--- src/rtl/swpl_pkg.sv ---
// swpl_pkg: shared constants, state encodings and helper functions for the
// single-wire parity chunk serializer. Assumes chunks of at most DATA_W bits.
package swpl_pkg;

    localparam int unsigned DATA_W  = 8;
    localparam int unsigned LEN_W   = $clog2(DATA_W + 1);
    localparam int unsigned SPEED_W = 3;
    localparam int unsigned MAX_US  = 48;

    typedef enum logic [1:0] {
        TX_IDLE,
        TX_DATA,
        TX_PAR,
        TX_TAIL
    } tx_state_t;

    // Bit period in microseconds for a speed code; unknown codes use 6 us.
    function automatic int unsigned period_us(input logic [SPEED_W-1:0] code);
        case (code)
            3'd0:    return 4;
            3'd1:    return 6;
            3'd2:    return 12;
            3'd3:    return 24;
            3'd4:    return 36;
            3'd5:    return 48;
            default: return 6;
        endcase
    endfunction

    // Fold a requested bit count into 1..DATA_W; 0 and oversize mean DATA_W.
    function automatic logic [LEN_W-1:0] eff_len(input logic [LEN_W-1:0] n);
        if (n == '0 || n > LEN_W'(DATA_W))
            return LEN_W'(DATA_W);
        return n;
    endfunction

endpackage

--- src/rtl/swpl_bit_timer.sv ---
// swpl_bit_timer: counts clock cycles inside one bit period while active.
// The first active cycle has count 0. mid pulses in cycle floor(P/2) of the
// period (1-based), fin pulses in its last cycle. Assumes period >= 4.
module swpl_bit_timer #(
    parameter int unsigned PW = 10
) (
    input  logic          clk,
    input  logic          rst_n,
    input  logic          active,
    input  logic [PW-1:0] period,
    output logic          mid,
    output logic          fin
);

    logic [PW-1:0] cnt;

    assign fin = active && (cnt == period - 1'b1);
    assign mid = active && (cnt == (period >> 1) - 1'b1);

    // Purpose: advance the in-period count, wrapping at each period end.
    always_ff @(posedge clk) begin
        if (!rst_n)
            cnt <= '0;
        else if (!active || fin)
            cnt <= '0;
        else
            cnt <= cnt + 1'b1;
    end

endmodule

--- src/rtl/swpl_tx.sv ---
// swpl_tx: transmit side. Accepts a word and bit count when idle, then drives
// the bits first-most-significant, an even parity bit and one low tail
// period, after which it releases the line. Assumes an open-drain style pad
// where line_oe=0 lets a pull-up raise the line.
module swpl_tx
    import swpl_pkg::*;
#(
    parameter int unsigned CLK_MHZ = 16,
    parameter int unsigned PW      = 10
) (
    input  logic               clk,
    input  logic               rst_n,
    input  logic [SPEED_W-1:0] speed_sel,
    input  logic               tx_valid,
    output logic               tx_ready,
    input  logic [DATA_W-1:0]  tx_data,
    input  logic [LEN_W-1:0]   tx_len,
    output logic               line_oe,
    output logic               line_out
);

    tx_state_t         state;
    logic [DATA_W-1:0] shreg;
    logic [LEN_W-1:0]  left;
    logic              par;
    logic [PW-1:0]     per_q;
    logic              fin;
    logic              mid_unused;

    logic [LEN_W-1:0]  n_c;
    logic [DATA_W-1:0] aligned_c;
    logic              par_next;

    assign tx_ready  = (state == TX_IDLE);
    assign n_c       = eff_len(tx_len);
    assign aligned_c = tx_data << (LEN_W'(DATA_W) - n_c);
    assign par_next  = par ^ line_out;

    swpl_bit_timer #(.PW(PW)) u_timer (
        .clk    (clk),
        .rst_n  (rst_n),
        .active (state != TX_IDLE),
        .period (per_q),
        .mid    (mid_unused),
        .fin    (fin)
    );

    // Purpose: sequence data bits, parity bit and tail over the line.
    always_ff @(posedge clk) begin
        if (!rst_n) begin
            state    <= TX_IDLE;
            shreg    <= '0;
            left     <= '0;
            par      <= 1'b0;
            per_q    <= PW'(period_us(SPEED_W'(1)) * CLK_MHZ);
            line_oe  <= 1'b0;
            line_out <= 1'b1;
        end else begin
            case (state)
                TX_IDLE: begin
                    if (tx_valid) begin
                        state    <= TX_DATA;
                        shreg    <= aligned_c << 1;
                        line_out <= aligned_c[DATA_W-1];
                        left     <= n_c - 1'b1;
                        par      <= 1'b0;
                        per_q    <= PW'(period_us(speed_sel) * CLK_MHZ);
                        line_oe  <= 1'b1;
                    end
                end
                TX_DATA: begin
                    if (fin) begin
                        par <= par_next;
                        if (left == '0) begin
                            state    <= TX_PAR;
                            line_out <= par_next;
                        end else begin
                            line_out <= shreg[DATA_W-1];
                            shreg    <= shreg << 1;
                            left     <= left - 1'b1;
                        end
                    end
                end
                TX_PAR: begin
                    if (fin) begin
                        state    <= TX_TAIL;
                        line_out <= 1'b0;
                    end
                end
                default: begin
                    if (fin) begin
                        state    <= TX_IDLE;
                        line_oe  <= 1'b0;
                        line_out <= 1'b1;
                    end
                end
            endcase
        end
    end

endmodule

--- src/rtl/swpl_rx.sv ---
// swpl_rx: receive side. Started by a pulse aligned with the first bit, it
// samples the line half a period into each bit, rebuilds the word, checks
// even parity and counts mismatches. Assumes the sender uses the same period.
module swpl_rx
    import swpl_pkg::*;
#(
    parameter int unsigned CLK_MHZ = 16,
    parameter int unsigned PW      = 10,
    parameter int unsigned ERR_W   = 8
) (
    input  logic               clk,
    input  logic               rst_n,
    input  logic [SPEED_W-1:0] speed_sel,
    input  logic               rx_start,
    input  logic [LEN_W-1:0]   rx_len,
    input  logic               line_in,
    output logic               rx_valid,
    output logic [DATA_W-1:0]  rx_data,
    output logic               rx_perr,
    output logic [ERR_W-1:0]   rx_err_cnt
);

    logic              busy;
    logic [LEN_W-1:0]  nbits;
    logic [LEN_W-1:0]  idx;
    logic [DATA_W-1:0] word;
    logic              par;
    logic              pbit;
    logic [PW-1:0]     per_q;
    logic              mid;
    logic              fin;

    swpl_bit_timer #(.PW(PW)) u_timer (
        .clk    (clk),
        .rst_n  (rst_n),
        .active (busy),
        .period (per_q),
        .mid    (mid),
        .fin    (fin)
    );

    // Purpose: collect samples per bit and publish the result after parity.
    always_ff @(posedge clk) begin
        if (!rst_n) begin
            busy       <= 1'b0;
            nbits      <= '0;
            idx        <= '0;
            word       <= '0;
            par        <= 1'b0;
            pbit       <= 1'b0;
            per_q      <= PW'(period_us(SPEED_W'(1)) * CLK_MHZ);
            rx_valid   <= 1'b0;
            rx_data    <= '0;
            rx_perr    <= 1'b0;
            rx_err_cnt <= '0;
        end else begin
            rx_valid <= 1'b0;
            if (!busy) begin
                if (rx_start) begin
                    busy  <= 1'b1;
                    nbits <= eff_len(rx_len);
                    idx   <= '0;
                    word  <= '0;
                    par   <= 1'b0;
                    per_q <= PW'(period_us(speed_sel) * CLK_MHZ);
                end
            end else begin
                if (mid) begin
                    if (idx != nbits) begin
                        word <= {word[DATA_W-2:0], line_in};
                        par  <= par ^ line_in;
                    end else begin
                        pbit <= line_in;
                    end
                end
                if (fin) begin
                    if (idx == nbits) begin
                        busy     <= 1'b0;
                        rx_valid <= 1'b1;
                        rx_data  <= word;
                        rx_perr  <= (par != pbit);
                        if (par != pbit)
                            rx_err_cnt <= rx_err_cnt + 1'b1;
                    end else begin
                        idx <= idx + 1'b1;
                    end
                end
            end
        end
    end

endmodule

--- src/rtl/sw_parity_link.sv ---
// sw_parity_link: top of the single-wire parity chunk serializer. Holds one
// transmitter and one receiver that share a speed code; the caller resolves
// line_oe/line_out with a pull-up into the pad and feeds the pad to line_in.
module sw_parity_link
    import swpl_pkg::*;
#(
    parameter int unsigned CLK_MHZ = 16,
    parameter int unsigned ERR_W   = 8
) (
    input  logic               clk,
    input  logic               rst_n,
    input  logic [SPEED_W-1:0] speed_sel,
    input  logic               tx_valid,
    output logic               tx_ready,
    input  logic [DATA_W-1:0]  tx_data,
    input  logic [LEN_W-1:0]   tx_len,
    output logic               line_oe,
    output logic               line_out,
    input  logic               line_in,
    input  logic               rx_start,
    input  logic [LEN_W-1:0]   rx_len,
    output logic               rx_valid,
    output logic [DATA_W-1:0]  rx_data,
    output logic               rx_perr,
    output logic [ERR_W-1:0]   rx_err_cnt
);

    localparam int unsigned PW = $clog2(MAX_US * CLK_MHZ + 1);

    swpl_tx #(.CLK_MHZ(CLK_MHZ), .PW(PW)) u_tx (
        .clk       (clk),
        .rst_n     (rst_n),
        .speed_sel (speed_sel),
        .tx_valid  (tx_valid),
        .tx_ready  (tx_ready),
        .tx_data   (tx_data),
        .tx_len    (tx_len),
        .line_oe   (line_oe),
        .line_out  (line_out)
    );

    swpl_rx #(.CLK_MHZ(CLK_MHZ), .PW(PW), .ERR_W(ERR_W)) u_rx (
        .clk        (clk),
        .rst_n      (rst_n),
        .speed_sel  (speed_sel),
        .rx_start   (rx_start),
        .rx_len     (rx_len),
        .line_in    (line_in),
        .rx_valid   (rx_valid),
        .rx_data    (rx_data),
        .rx_perr    (rx_perr),
        .rx_err_cnt (rx_err_cnt)
    );

endmodule

--- config.mk ---
export PLATFORM = sky130hd
export DESIGN_NAME = sw_parity_link
export DESIGN_NICKNAME = d
export VERILOG_FILES = /design/src/rtl/swpl_pkg.sv /design/src/rtl/swpl_bit_timer.sv /design/src/rtl/swpl_tx.sv /design/src/rtl/swpl_rx.sv /design/src/rtl/sw_parity_link.sv
export SDC_FILE = /design/constraint.sdc
export NUM_CORES = 1
export LEC_CHECK = 0
export ABC_AREA = 1
export BUFFER_PORTS_ARGS = -buffer_cell sky130_fd_sc_hd__buf_2
export CAP_MARGIN = 10
export CELL_PAD_IN_SITES_DETAIL_PLACEMENT = 1
export CELL_PAD_IN_SITES_GLOBAL_PLACEMENT = 1
export CORE_MARGIN = 2
export CORE_UTILIZATION = 30
export DETAILED_ROUTE_END_ITERATION = 10
export PLACE_DENSITY = 0.61
export SLEW_MARGIN = 10
export SYNTH_ARGS = -nofsm -noshare
export SYNTH_HDL_FRONTEND = slang
export SYNTH_SLANG_ARGS = --single-unit
--- constraint.sdc ---
create_clock -name clk -period 2 [get_ports clk]
set_input_delay 0.5 -clock clk [delete_from_list [all_inputs] [get_ports clk]]
set_output_delay 0.5 -clock clk [all_outputs]
set_load 0.02 [all_outputs]
# ---- Word level (Yosys, flattened, before mapping)
# Index checks and enable logic that the tools add are counted.
dict set report word_totals {
  reg_bits 86
  out_inout_bits 21
  word_cells 146
  inputBits 24
}
dict set report op_classes {
  n_eq_ne 21
  bitwise_logic 6
  n_mux 52
  shift 1
  n_lt_le_gt_ge 2
  n_reduce_logical 34
  addsub 10
}
# cell n
set ops {}
lappend ops {{2-to-1 mux 8 bit} 7}
lappend ops {{2-to-1 mux 4 bit} 11}
lappend ops {{== test 10 bit} 3}
lappend ops {{one-hot mux 6 bit (5 select lines)} 1}
lappend ops {{2-to-1 mux 1 bit} 22}
lappend ops {{AND reduction 3 bit} 7}
lappend ops {{adder 10 x 1 -> 10 bit (second input constant)} 2}
lappend ops {{subtractor 10 x 1 -> 10 bit (second input constant)} 2}
lappend ops {{!= test 2 bit (second input constant)} 8}
lappend ops {{one-hot mux 8 bit (2 select lines)} 1}
lappend ops {{logical NOT 4 bit} 3}
lappend ops {{AND reduction 4 bit} 3}
lappend ops {{2-to-1 mux 2 bit} 5}
lappend ops {{subtractor 9 x 1 -> 10 bit (second input constant)} 1}
lappend ops {{adder 8 x 1 -> 8 bit (second input constant)} 1}
lappend ops {{> comparator 4 bit (second input constant)} 2}
lappend ops {{one-hot mux 4 bit (2 select lines)} 1}
lappend ops {{nonzero test 2 bit} 4}
lappend ops {{<< shifter 8 x 4 -> 8 bit} 1}
lappend ops {{subtractor 4 x 1 -> 4 bit (second input constant)} 2}
lappend ops {{== test 3 x 2 -> 1 bit (second input constant)} 2}
lappend ops {{== test 3 bit (second input constant)} 2}
lappend ops {{one-hot mux 2 bit (3 select lines)} 1}
lappend ops {{OR reduction 2 bit} 3}
lappend ops {{19 further kinds} 31}

# ---- Depth between registers and ports, before layout
dict set report logic_depth {
  ltp_word 8
  depth_mapped 16
  depth_no_buf 16
}

# ---- Modules after synthesis
# A second synthesis with hierarchy kept.
dict set report hier_totals {
  cells_unflattened 856
  hier_area_um2 5551.6
}
# mod n_inst seq_area_each_um2 area_each_um2 cells_per_inst
set modules_own_cells {}
lappend modules_own_cells {swpl_rx 1 840.8 1995.7 288}
lappend modules_own_cells {swpl_tx 1 420.4 1480.2 220}
lappend modules_own_cells {{swpl_bit_timer (u_tx.u_timer)} 1 200.2 1069.8 184}
lappend modules_own_cells {{swpl_bit_timer (u_rx.u_timer)} 1 200.2 1006.0 164}

# ---- Worst setup path after synthesis
# Ideal clock, no wire load.
dict set report synth_path {
  kind {in2reg}
  start {input port tx_len[3]}
  end {register u_tx.shreg[7]}
  setup_time_ns 0.113
  arrival_ns 2.030
  n_path_buf 2
  cell_stages 12
  slack_ns -0.143
  required_ns 1.887
  path_cell_list {inv_1 nand2_1 buf_2 ha_1 clkbuf_1 inv_1 nand2_1 o21ai_0 a21boi_0 o21ai_0 nor2_1 nor2_1}
}
dict set report synth_via {
  elab_chain_len 8
  word_cells_on_any_way 9
  cone_classes {add/sub (1); order compare (1); shift (1); mux (4); reduce/logical (2)}
}
# element line
set synth_lines {}
lappend synth_lines {{start: declaration} sw_parity_link.sv:16} ;# input logic [LEN_W-1:0] tx_len,
lappend synth_lines {{> comparator 4 bit / logical NOT 4 bit (equally long branches)} swpl_pkg.sv:32} ;# if (n == '0 || n > LEN_W'(DATA_W))
lappend synth_lines {{logical OR 1 bit} swpl_pkg.sv:32}
lappend synth_lines {{2-to-1 mux 1 bit} swpl_pkg.sv:32}
lappend synth_lines {{2-to-1 mux 4 bit *} swpl_pkg.sv:34} ;# return n;
lappend synth_lines {{subtractor 4 bit *} swpl_tx.sv:36} ;# assign aligned_c = tx_data << (LEN_W'(DATA_W) - n_c);
lappend synth_lines {{<< shifter 8 x 4 -> 8 bit *} swpl_tx.sv:36}
lappend synth_lines {{2-to-1 mux 8 bit *} swpl_tx.sv:61} ;# if (tx_valid) begin
lappend synth_lines {{one-hot mux 8 bit (2 select lines) *} swpl_tx.sv:59} ;# case (state)
lappend synth_lines {{end signal: assignment} swpl_tx.sv:63} ;# shreg <= aligned_c << 1;
lappend synth_lines {{end signal: assignment} swpl_tx.sv:79} ;# shreg <= shreg << 1;
lappend synth_lines {{end: declaration} swpl_tx.sv:23} ;# logic [DATA_W-1:0] shreg;
# Every way passes the cells marked *; elsewhere a longest branch is shown, timed or not. The select of a mux whose other input is x is not followed.
# A chain may end at the register's enable or synchronous reset.

# ---- Worst setup path in the final report
dict set report layout_path {
  start {register u_rx.per_q[5]}
  end {register u_rx.rx_data[2]}
}
dict set report layout_via {
  elab_chain_len 4
}
# element line
set layout_lines {}
lappend layout_lines {{start: declaration} swpl_rx.sv:29} ;# logic [PW-1:0] per_q;
lappend layout_lines {{start signal: assignment} swpl_rx.sv:51} ;# per_q <= PW'(period_us(SPEED_W'(1)) * CLK_MHZ);
lappend layout_lines {{start signal: assignment} swpl_rx.sv:65} ;# per_q <= PW'(period_us(speed_sel) * CLK_MHZ);
lappend layout_lines {{subtractor 10 x 1 -> 10 bit} swpl_bit_timer.sv:17} ;# assign fin = active && (cnt == period - 1'b1);
lappend layout_lines {{== test 10 bit} swpl_bit_timer.sv:17}
lappend layout_lines {{logical AND 1 bit} swpl_bit_timer.sv:17}
lappend layout_lines {{AND reduction 3 bit (no source line)} -}
lappend layout_lines {{end signal: assignment} swpl_rx.sv:80} ;# rx_data <= word;
lappend layout_lines {{end: declaration} swpl_rx.sv:18} ;# output logic [DATA_W-1:0] rx_data,
# No other way between the ends.

==> results by group <==
Clock tree
  – Reg clk slew, reported paths: 0.06 ns
  – CTS max path bufs: 2
  – Max H-tree Level: 3
  – Number of buffers created by CTS: 9
  – Num Clock Sinks: 83
  – Clk_lat worst skew: 0.34 ns
  – # hold bufs at CTS: 0
  – Root Buffer: clkbuf_16
  – TritonCTS clock tree: yes

Pwr
  – Peak supply drop: 0.513 mV
  – PwrDens: 953 nW/um2
  – Total Power: 5.39 mW
  – Leak Pwr: 2.53 nW

Routing
  – Met1 WL: 5760 um
  – Vias: 4,401
  – Met2 routed WL: 6120 um
  – Avg Vias per Cell: 4.80
  – Post-route ant nets: 0
  – Top Metal Used: met4
  – Drt wl/cell: 13.5 um
  – Starting DRT DRC Count: 150
  – Pre-Repair DR Iteration Count: 4
  – # DRC: 0
  – Drt total wl: 12,400 um
  – Routed wl met3: 336 um

Place
  – DP Cell Count: 894
  – Dpl ws: -0.112 ns
  – Placed Area: 5070 um2
  – GPL Wtd Cong: 0.812
  – PortBufs: 44
  – DP Wirelength: 9380 um

Layout
  – Share of cells above drive strength 1: 22.5%
  – ANT cells: 0
  – Flip-flop and latch area: 1670 um2
  – Fillers: 1,867
  – Final core occ: 38.8%
  – Area of the multi-input gates: 2640 um2
  – Layout net count: 765
  – Synth-to-Final Area Change: 25.9%
  – Post-route cell area: 5660 um2
  – Final Instance Count excl. Fillers: 917

Timing
  – Max frequency: 0.528 GHz
  – Fin. max-slew vios: 0
  – Worst slew margin: 74.7%
  – Fraction of the cycle the final worst path needs: 94.7%
  – PnR worst setup slack: 0.106 ns
  – Skew final: 0.00429 ns
  – Slew @ Worst Pin: 0.375 ns
  – Endpoints failing setup: 0
  – Final hold viol count: 0
  – Hold WS: 0.409 ns
  – RSZ-0062 raised after global routing: true
  – Shortest period the worst path allows: 1.89 ns
  – Setup TNS: 0 ns

GRT
  – Vias in the first global route: 4,547
  – Pin count of the biggest net entering global routing: 20
  – First-pass GRT wire length: 21,100 um
  – Initial antenna violation count: 0
  – All-layer global routing usage: 16.0%
  – Grt ovf: 0

Synthesis
  – Synth unique cells: 42
  – Yosys warning count: 0
  – Seq/Total Area, Yosys: 37.0%
  – Syn Nets: 690
  – Synth Instances: 654
  – Syn avg cell area: 6.87 um2
  – Post-synth EDFFs: 0
  – #FFs+latches synth: 83
  – Post-synthesis cell area: 4500 um2
  – Ys flop type: dfxtp_1
  – FFs w/ async S/R, synth: 0%

Critical path
  – Crit path kind: flip-flop to flip-flop
  – Worst r2r path cells: 13
  – Worst r2r src: u_rx.per_q[5]
  – R2r setup slk: 0.11 ns
  – CP Launch Type: flip-flop
  – CP max FO: 6
  – CP arrival: 2.14 ns
  – Data required, critical path: 2.24 ns
  – RR Endpoint: u_rx.rx_data[2]
  – Crit. End Element: flip-flop

Floorplan
  – Die area: 16,000 um2
  – IO Count: 45
  – # rows: 44
  – Core Region: 14,600 um2
  – Die X: 126 um
  – Starting Density: 30.8%
  – Die H: 126 um

Hold path
  – Hold depth: 1
  – HP Start: u_rx.u_timer.cnt[0]
  – Min-delay worst type: flip-flop to flip-flop
  – Worst Hold Path EP: u_rx.u_timer.cnt[0]

Status
  – Status: completed

Run
  – Max-Cap Viols: 0
-- worst max path at each step --
stage | startpoint | endpoint | slack [ns] | depth (start not counted)
finish | u_rx.per_q[5] | u_rx.rx_data[2] | 0.11 | 13
global route | u_tx.per_q[5] | u_tx.shreg[7] | -0.04 | 15
CTS | u_rx.u_timer.cnt[0] | u_rx.word[3] | 0.003 | 12
detailed placement | tx_len[3] | u_tx.shreg[7] | -0.11 | 11
global placement | tx_len[3] | u_tx.shreg[7] | -0.006 | 11
floorplan | tx_len[3] | u_tx.shreg[7] | 0.002 | 11
-- critical path: stages (launching register included) --
cell and delay [ns]:
dfxtp_2 0.33, inv_2 0.05, ha_4 0.27, or2_2 0.12, nand3_2 0.08, nor2_2 0.13, nand2_1 0.07, nor2_2 0.11
nand2_2 0.09, nor2_4 0.17, buf_6 0.14, nand2_4 0.08, nand3_2 0.10, nand2_1 0.05
-- cells in the mapped netlist, drive strengths merged, types with 3 or more instances --
cell type,number,area [um2]
nand2,174,668
dfxtp,83,1660
inv,79,297
nor2,71,310
nand3,65,360
a21oi,45,229
o21ai,37,185
xor2,17,149
nand4,13,81.3
ha,12,150
clkbuf,10,37.5
xnor2,10,87.6
nor3,8,45.0
nor3b,7,63.8
buf,6,43.8
or2,4,25.0
a22oi,3,22.5
-- registers in the layout, summed over array words and instances (netlist names), 4 cells and up --
name,flops
u_rx.idx,4
u_rx.nbits,4
u_rx.per_q,5
u_tx.shreg,7
u_tx.per_q,5
u_rx.u_timer.cnt,10
u_tx.u_timer.cnt,10
u_rx.rx_data,8
u_tx.left,4
u_rx.rx_err_cnt,8
u_rx.word,8
-- final cells by class --
type | count | area share [%]
inverters | 79 | 5.29
flip-flops and latches | 83 | 29.5
clock inverters | 1 | 0.531
well taps | 184 | 4.07
repair buffers | 78 | 8.98
clock buffers | 14 | 5.02
multi-input cells | 478 | 46.6
-- cells in the final DEF (no fill, tap or decap), types with 7 or more instances in the layout --
cell type  Yosys  routed
clkbuf_16      0      10
buf_2          2      44
o21ai_0       31      29
o21ai_2        0       7
nand3_2        7      13
ha_1          12      10
buf_4          1      30
xor2_1        17      17
inv_2          8      12
nand3_1       58      51
nor2_2         5       8
xnor2_1       10       9
nand2_1      170     168
nor3_1         7       7
dfxtp_1       83      77
inv_1         71      66
nand4_1       13      13
a21oi_1       44      42
nor2_1        63      57
-- report_power, final --
part | leakage [nW] | internal (mW) | switching, mW
sequential | 0.675 | 1.82 | 0.105
clock | 0.155 | 1.10 | 0.650
combinational | 1.70 | 0.683 | 1.04
-- layer usage --
layer	vias to the layer above	global-route usage (%)
met2	38	28.1
met4	0	4.33
met3	15	3.80
li1	2266	-
met5	-	0
met1	2082	19.6
-- timing repair --
item / 4_1_cts / 5_1_grt
setup buffers: 3 / 2
pin swaps: 4 / 15
resized for setup: 4 / 47
setup endpoints to repair: 18 / 46
gates cloned: 2 / 1
-- logic make-up after synthesis --
family,Yosys count,synth area share (%)
XOR/XNOR,27,5.26
AO/OA/AOI/OAI,94,11.3
buffers and inverters,95,8.41
flip-flops,83,37.0
AND/OR/NAND/NOR,343,34.7
adder cells (fa/ha/maj),12,3.34
Note: power is estimated with default switching activity, not from simulation.
